File: config.mk
export PLATFORM = sky130hd
export DESIGN_NAME = delta_exec_unit
export DESIGN_NICKNAME = d
export VERILOG_FILES = /design/src/rtl/delta_exec_pkg.sv /design/src/rtl/delta_decode.sv /design/src/rtl/delta_state.sv /design/src/rtl/delta_result.sv /design/src/rtl/delta_exec_unit.sv
export SDC_FILE = /design/constraint.sdc
export NUM_CORES = 1
export LEC_CHECK = 0
export ABC_AREA = 1
export BUFFER_PORTS_ARGS = -buffer_cell sky130_fd_sc_hd__buf_4
export CAP_MARGIN = 10
export CORE_MARGIN = 2
export CORE_UTILIZATION = 50
export CTS_CLUSTER_DIAMETER = 200
export DETAILED_ROUTE_END_ITERATION = 16
export MAX_ROUTING_LAYER = met4
export PLACE_DENSITY = 0.84
export SKIP_CTS_REPAIR_TIMING = 1
export SLEW_MARGIN = 20
export SYNTH_ARGS = -nofsm -noshare
export SYNTH_HDL_FRONTEND = slang
export SYNTH_SLANG_ARGS = --single-unit
File: constraint.sdc
create_clock -name clk_i -period 3.7 [get_ports clk_i]
set_input_delay 0.74 -clock clk_i [delete_from_list [all_inputs] [get_ports clk_i]]
set_output_delay 0.74 -clock clk_i [all_outputs]
set_load 0.01 [all_outputs]
File: src/rtl/delta_exec_pkg.sv
package delta_exec_pkg;

   // Fixed RISC-V R-type field positions (the decoder depends on these)
   localparam int OPC_LSB   = 0;
   localparam int OPC_W     = 7;
   localparam int RD_LSB    = 7;
   localparam int RIDX_W    = 5;
   localparam int F3_LSB    = 12;
   localparam int F3_W      = 3;
   localparam int SRC_LSB   = 15;
   localparam int SRC_W     = 10;
   localparam int F7_LSB    = 25;
   localparam int F7_W      = 7;

   localparam logic [OPC_W-1:0] OPC_CUSTOM0 = 7'h0B;

   typedef enum logic [1:0] {
      DOP_LOAD  = 2'b00,
      DOP_ACCUM = 2'b01,
      DOP_READ  = 2'b10,
      DOP_SWAP  = 2'b11
   } dop_e;

   typedef struct packed {
      logic              hit;      // valid and opcode matches
      logic              legal;    // defined delta operation
      logic              illegal;  // matching opcode, undefined encoding
      dop_e              op;
      logic [RIDX_W-1:0] rd;
   } dec_t;

endpackage

File: src/rtl/delta_decode.sv
module delta_decode
   import delta_exec_pkg::*;
#(
   parameter int               ILEN      = 32,
   parameter logic [OPC_W-1:0] MATCH_OPC = OPC_CUSTOM0
) (
   input  logic            valid_i,
   input  logic [ILEN-1:0] insn_i,
   output dec_t            dec_o
);

   logic [OPC_W-1:0] opc;
   logic [F3_W-1:0]  f3;
   logic [F7_W-1:0]  f7;
   logic             unused_src_fields;

   assign opc = insn_i[OPC_LSB +: OPC_W];
   assign f3  = insn_i[F3_LSB  +: F3_W];
   assign f7  = insn_i[F7_LSB  +: F7_W];

   // Source register indices are resolved before this stage
   assign unused_src_fields = ^insn_i[SRC_LSB +: SRC_W];

   always_comb begin
      dec_o.hit     = valid_i && (opc == MATCH_OPC);
      dec_o.legal   = dec_o.hit && (f7 == '0) && !f3[2];
      dec_o.illegal = dec_o.hit && !dec_o.legal;
      dec_o.op      = dop_e'(f3[1:0]);
      dec_o.rd      = insn_i[RD_LSB +: RIDX_W];
   end

endmodule

File: src/rtl/delta_state.sv
module delta_state
   import delta_exec_pkg::*;
#(
   parameter int XLEN = 64
) (
   input  logic            clk_i,
   input  logic            rst_ni,
   input  dec_t            dec_i,
   input  logic [XLEN-1:0] rs1_val_i,
   output logic [XLEN-1:0] ref_q,
   output logic [XLEN-1:0] acc_q,
   output logic [XLEN-1:0] cur_o
);

   logic unused_dec_bits;
   assign unused_dec_bits = dec_i.hit ^ dec_i.illegal ^ (^dec_i.rd);

   always_ff @(posedge clk_i or negedge rst_ni) begin
      if (!rst_ni) begin
         ref_q <= '0;
         acc_q <= '0;
      end else if (dec_i.legal) begin
         unique case (dec_i.op)
            DOP_LOAD: begin
               ref_q <= rs1_val_i;
               acc_q <= '0;
            end
            DOP_ACCUM: acc_q <= acc_q ^ rs1_val_i;
            DOP_SWAP:  acc_q <= '0;
            default: ;
         endcase
      end
   end

   // Reconstructed state, seen by READ/SWAP before this cycle's update
   assign cur_o = ref_q ^ acc_q;

endmodule

File: src/rtl/delta_result.sv
module delta_result
   import delta_exec_pkg::*;
#(
   parameter int XLEN    = 64,
   parameter bit OUT_REG = 1'b0
) (
   input  logic              clk_i,
   input  logic              rst_ni,
   input  dec_t              dec_i,
   input  logic [XLEN-1:0]   cur_i,
   output logic              wb_en_o,
   output logic [RIDX_W-1:0] rd_idx_o,
   output logic [XLEN-1:0]   result_o,
   output logic              illegal_o
);

   logic              produce;
   logic              wb_n;
   logic [XLEN-1:0]   res_n;
   logic              unused_hit;

   assign unused_hit = dec_i.hit;

   always_comb begin
      produce = dec_i.legal && ((dec_i.op == DOP_READ) || (dec_i.op == DOP_SWAP));
      wb_n    = produce && (dec_i.rd != '0);
      res_n   = produce ? cur_i : '0;
   end

   if (OUT_REG) begin : g_reg_out
      always_ff @(posedge clk_i or negedge rst_ni) begin
         if (!rst_ni) begin
            wb_en_o   <= 1'b0;
            rd_idx_o  <= '0;
            result_o  <= '0;
            illegal_o <= 1'b0;
         end else begin
            wb_en_o   <= wb_n;
            rd_idx_o  <= dec_i.rd;
            result_o  <= res_n;
            illegal_o <= dec_i.illegal;
         end
      end
   end else begin : g_comb_out
      logic unused_clk;
      assign unused_clk = clk_i ^ rst_ni;
      assign wb_en_o    = wb_n;
      assign rd_idx_o   = dec_i.rd;
      assign result_o   = res_n;
      assign illegal_o  = dec_i.illegal;
   end

endmodule

File: src/rtl/delta_exec_unit.sv
module delta_exec_unit
   import delta_exec_pkg::*;
#(
   parameter int               XLEN      = 64,
   parameter int               ILEN      = 32,
   parameter logic [OPC_W-1:0] MATCH_OPC = OPC_CUSTOM0,
   parameter bit               OUT_REG   = 1'b0
) (
   input  logic              clk_i,
   input  logic              rst_ni,
   input  logic              valid_i,
   input  logic [ILEN-1:0]   insn_i,
   input  logic [XLEN-1:0]   rs1_val_i,
   output logic              wb_en_o,
   output logic [RIDX_W-1:0] rd_idx_o,
   output logic [XLEN-1:0]   result_o,
   output logic              illegal_o
);

   if (ILEN != 32) begin : g_bad_ilen
      $error("delta_exec_unit: ILEN must be 32, got %0d", ILEN);
   end
   if (XLEN < 1) begin : g_bad_xlen
      $error("delta_exec_unit: XLEN must be positive, got %0d", XLEN);
   end

   dec_t            dec;
   logic [XLEN-1:0] ref_q;
   logic [XLEN-1:0] acc_q;
   logic [XLEN-1:0] cur;

   delta_decode #(
      .ILEN      (ILEN),
      .MATCH_OPC (MATCH_OPC)
   ) u_dec (
      .valid_i (valid_i),
      .insn_i  (insn_i),
      .dec_o   (dec)
   );

   delta_state #(
      .XLEN (XLEN)
   ) u_state (
      .clk_i     (clk_i),
      .rst_ni    (rst_ni),
      .dec_i     (dec),
      .rs1_val_i (rs1_val_i),
      .ref_q     (ref_q),
      .acc_q     (acc_q),
      .cur_o     (cur)
   );

   delta_result #(
      .XLEN    (XLEN),
      .OUT_REG (OUT_REG)
   ) u_res (
      .clk_i     (clk_i),
      .rst_ni    (rst_ni),
      .dec_i     (dec),
      .cur_i     (cur),
      .wb_en_o   (wb_en_o),
      .rd_idx_o  (rd_idx_o),
      .result_o  (result_o),
      .illegal_o (illegal_o)
   );

endmodule

Word level (Yosys, flattened, before mapping)
Cells that the tools add are included.
{"block": "word_totals", "reg_bits": 128, "input_bits": 99, "out_inout_bits": 71, "elab_cells": 26}
{"block": "op_classes", "eq_ne": 4, "muxes": 2, "n_bitwise": 2, "reduce_logical": 16}
{"op": "$pmux 64 s2", "n": 1}
{"op": "$xor 64x64->64", "n": 2}
{"op": "$mux 64", "n": 1}
{"op": "$eq 7x4->1 const B", "n": 1}
{"op": "$logic_not 7->1", "n": 1}
{"op": "$logic_and 1x1->1", "n": 6}
{"op": "$reduce_bool 5->1", "n": 1}
{"op": "$eq 2x2->1 const B", "n": 2}
{"op": "$reduce_and 2->1", "n": 2}
{"op": "$eq 2x1->1 const B", "n": 1}
{"op": "$logic_not 1->1", "n": 2}
{"op": "$logic_not 2->1", "n": 1}
{"op": "$reduce_bool 2->1", "n": 1}
{"op": "$reduce_or 2->1", "n": 1}
{"op": "$logic_or 1x1->1", "n": 1}

Logic depth before layout (Yosys ltp)
{"block": "depth", "ltp_word": 6, "mapped_depth": 9, "depth_no_buf": 8}

By module
A second synthesis with hierarchy kept.
{"block": "unflattened", "cells_unflattened": 1081, "hier_area_um2": 7801.2}
{"module": "delta_state", "instances": 1, "cells_per_inst": 895, "area_per_inst_um2": 6981.7, "seq_area_each_um2": 3203.1}
{"module": "delta_result", "instances": 1, "cells_per_inst": 149, "area_per_inst_um2": 654.4, "seq_area_each_um2": 0.0}
{"module": "delta_decode", "instances": 1, "cells_per_inst": 37, "area_per_inst_um2": 165.2, "seq_area_each_um2": 0.0}

Least setup slack after synthesis
Ideal clock, no wire load.
{"block": "synth_path", "kind": "input port to output port", "startpoint": "in insn_i[5]", "endpoint": "out result_o[13]", "arrival_ns": 1.672, "t_required_ns": 2.960, "setup_slack_ns": 1.288, "cell_stages": 7, "n_path_buf": 2, "path_cell_list": "nor2_1 -> nand3_1 -> nor2_4 -> o211ai_1 -> buf_2 -> buf_6 -> nor2_1"}
{"block": "synth_via", "elab_chain_len": 6}
{"element": "start: declaration", "line": "delta_exec_unit.sv:12", "source": "input logic [ILEN-1:0] insn_i,"}
{"element": "$eq 7x4->1", "line": "delta_decode.sv:25", "source": "dec_o.hit = valid_i && (opc == MATCH_OPC);"}
{"element": "$logic_and 1x1->1", "line": "delta_decode.sv:25"}
{"element": "$logic_and 1x1->1 (2 in a row)", "line": "delta_decode.sv:26", "source": "dec_o.legal = dec_o.hit && (f7 == '0) && !f3[2];"}
{"element": "$logic_and 1x1->1", "line": "delta_result.sv:25", "source": "produce = dec_i.legal && ((dec_i.op == DOP_READ) || (dec_i.op == DOP_SWAP));"}
{"element": "$mux 64", "line": "delta_result.sv:27", "source": "res_n = produce ? cur_i : '0;"}
{"element": "end: declaration", "line": "delta_exec_unit.sv:16", "source": "output logic [XLEN-1:0] result_o,"}
Every way passes these cells.

Final worst setup path
{"block": "layout_path", "startpoint": "in insn_i[5]", "endpoint": "out result_o[61]"}
Same word-level chain as after synthesis.

==> flow_metrics.tcl <==
set metrics [dict create \
    vias_per_cell 4.996 \
    firstDrtPassIters 4 \
    yosys-top-cells-count "324 x nand2_1, 198 x inv_1, 128 x dfrtp_1" \
    worstSetupPathType "input port to primary output" \
    topRoutingLayerUsed "met4" \
    clk_latency_ns 0.41 \
    irDropWorstVdd_mv 0.2936 \
    synth_edf_count 0 \
    yosysSeqAreaShare 0.4250 \
    maxSlewViolCount 0 \
    fin_tns_setup_ns 0 \
    synthDistinctLibCells 19 \
    final-instance-count-excl-fill 1376 \
    postRouteAntennaNets 0 \
    maxCapViolCount 0 \
    diodes 0 \
    slew_headroom 0.4765 \
    drt-initial-drc-count 453 \
    grt_antenna_before_repair 0 \
    synth_cells 1050 \
    multi_input_area_um2 3232 \
    num_rows 44 \
    cts_sinks 128 \
    hold_violations 0 \
    end_kind "primary output" \
    wl_per_cell_um 13.03 \
    io_pins 170 \
    path_clk_slew_ns 0.06 \
    ys_warn_count 0 \
    clock.fmax_mhz 362.3 \
    yosysMostFrequentCell "nand2_1" \
    min_period_over_period 0.7460 \
    drc 0 \
    fillCellCount 1247 \
    path_max_fanout 35 \
    synth_area_leader_cell "dfrtp_1" \
    cts_inserted_buffers 17 \
    h-tree-depth 4 \
    wl_met2_mm 8.668 \
    rsz0062_at_grt "no" \
    fp.coreArea_um2 14640 \
    clockRootBuffer "clkbuf_16" \
    ys_async_sr_fraction 1.000 \
    post-dp-hpwl_mm 11.17 \
    cts_buffer_depth 2 \
    num_vias 6874 \
    p_leak_nw 5.207 \
    portBuffers 159 \
    grt_pass1_vias 6450 \
    min_period_ns 2.760 \
    synth_nets 1153 \
    areaGrowthSynthToFinish_pct 23.11 \
    required_ns 2.96 \
    start_util 0.5146 \
    drive_gt1_frac 0.1770 \
    syn_avg_cell_area_um2 7.177 \
    worst_pin_slew_ns 0.7852 \
    dp_slack_ns 0.8670 \
    synthFlopType "dfrtp_1" \
    nets 1283 \
    fin_worst_skew_ns 0 \
    die_w_um 126.8 \
    setup_viol 0 \
    wl_met1_mm 8.020 \
    hp-class "input port to asynchronous set/reset pin" \
    register_area_um2 3203 \
    pwr_density_cell_nw_per_um2 345.9 \
    die_height_um 126.8 \
    dp_cells 1345 \
    timing.hold.ws_ns 0.2398 \
    gp_congestion 0.7265 \
    yosys.area.top_type_share 0.4250 \
    outcome "finished clean" \
    synth_seq_cells 128 \
    synth_area_um2 7536 \
    setup_ws_ns 0.9396 \
    wl_met3_mm 1.071 \
    worstPathArrival_ns 2.02 \
    die_area_um2 16070 \
    wl_mm 17.93 \
    worstSetupStartpointType "input port" \
    track_usage 0.2360 \
    synth_area_leaders "dfrtp_1 43%, nand2_1 16%, inv_1 9.9%, xnor2_1 7.4%, nand4_1 5.3%" \
    tritoncts "built" \
    grt_pass1_wl_mm 29.78 \
    grt.overflow.total 0 \
    grt_max_degree 75 \
]
sequential cells by signal, indices dropped and copies added (netlist names):
name,count
u_state.ref_q,64
u_state.acc_q,64
through the flow:
| stage | cell area, um^2 | utilization | total power (W) |
|---|---|---|---|
| after floorplan | 7536 | - | 0.001532 |
| after global placement | 8730 | 0.5961 | 0.001672 |
| after detailed placement | 8730 | 0.5961 | 0.001675 |
| after CTS | 9278 | 0.6335 | 0.003236 |
| after global routing | 9278 | 0.6335 | 0.003328 |
| final | 9278 | 0.6335 | 0.003210 |
routing by layer:
layer	up-vias	track usage
met2	202	0.3809
met3	16	0.05399
li1	3450	-
met1	3206	0.2972
met5	-	-
met4	0	0.07563
layout by cell type, fill, tap and decap left out, drive strengths merged:
master / netlist / routed
o21ai: 64 / 64
nand2: 324 / 324
nor3b: 1 / 1
clkbuf: 15 / 20
dfrtp: 128 / 128
inv: 198 / 198
clkinv: 0 / 7
xnor2: 64 / 64
nand3: 67 / 67
nor3: 2 / 2
clkinvlp: 0 / 3
nor2: 73 / 73
buf: 45 / 171
nand4: 64 / 64
bufinv: 0 / 1
ha: 4 / 4
o211ai: 1 / 1
critical path, cell delays in order:
cell      delay, ns
buf_4          0.11
nor2_1         0.09
nand3_1        0.13
nor2_4         0.18
o211ai_1       0.13
buf_4          0.28
nor2_1         0.21
buf_4          0.15
logic make-up after synthesis:
family          count (synthesis)  share of synthesized area
fa+ha+maj                       4                   0.006641
flops                         128                     0.4250
xor+xnor                       64                    0.07438
buf+inv                       258                     0.1481
simple gates                  531                     0.3003
compound gates                 65                    0.04549
worst paths after layout:
kind,from,end,slack [ns],depth (start not counted)
min,rst_ni,u_state.acc_q[4]$_DFFE_PN0P_,0.24,1
max,insn_i[5],result_o[61],0.94,8
min reg2reg,u_state.ref_q[33]$_DFFE_PN0P_,u_state.ref_q[33]$_DFFE_PN0P_,0.51,2
max in group asynchronous,rst_ni,u_state.ref_q[26]$_DFFE_PN0P_,2.63,2
max reg2reg,u_state.acc_q[25]$_DFFE_PN0P_,u_state.acc_q[25]$_DFFE_PN0P_,2.70,6
min in group clk_i,u_state.ref_q[33]$_DFFE_PN0P_,u_state.ref_q[33]$_DFFE_PN0P_,0.51,2
area by class of cell:
cell class                 count  share of cell area
multi-input combinational    664              0.3483
timing repair buffer         171              0.1424
tap                          184             0.02481
clock inverter                11            0.009845
inverter                     198             0.08011
sequential                   128              0.3452
clock buffer                  20             0.04922
power by group:
group | total, W | switching, W | leakage [nW] | internal, W
registers | 0.00140 | 0.000000617 | 1.45 | 0.00140
logic | 0.000248 | 0.000142 | 3.48 | 0.000106
clock network | 0.00156 | 0.000613 | 0.267 | 0.000947
total | 0.00321 | 0.000756 | 5.21 | 0.00245
(Power assumes the default switching activity.)
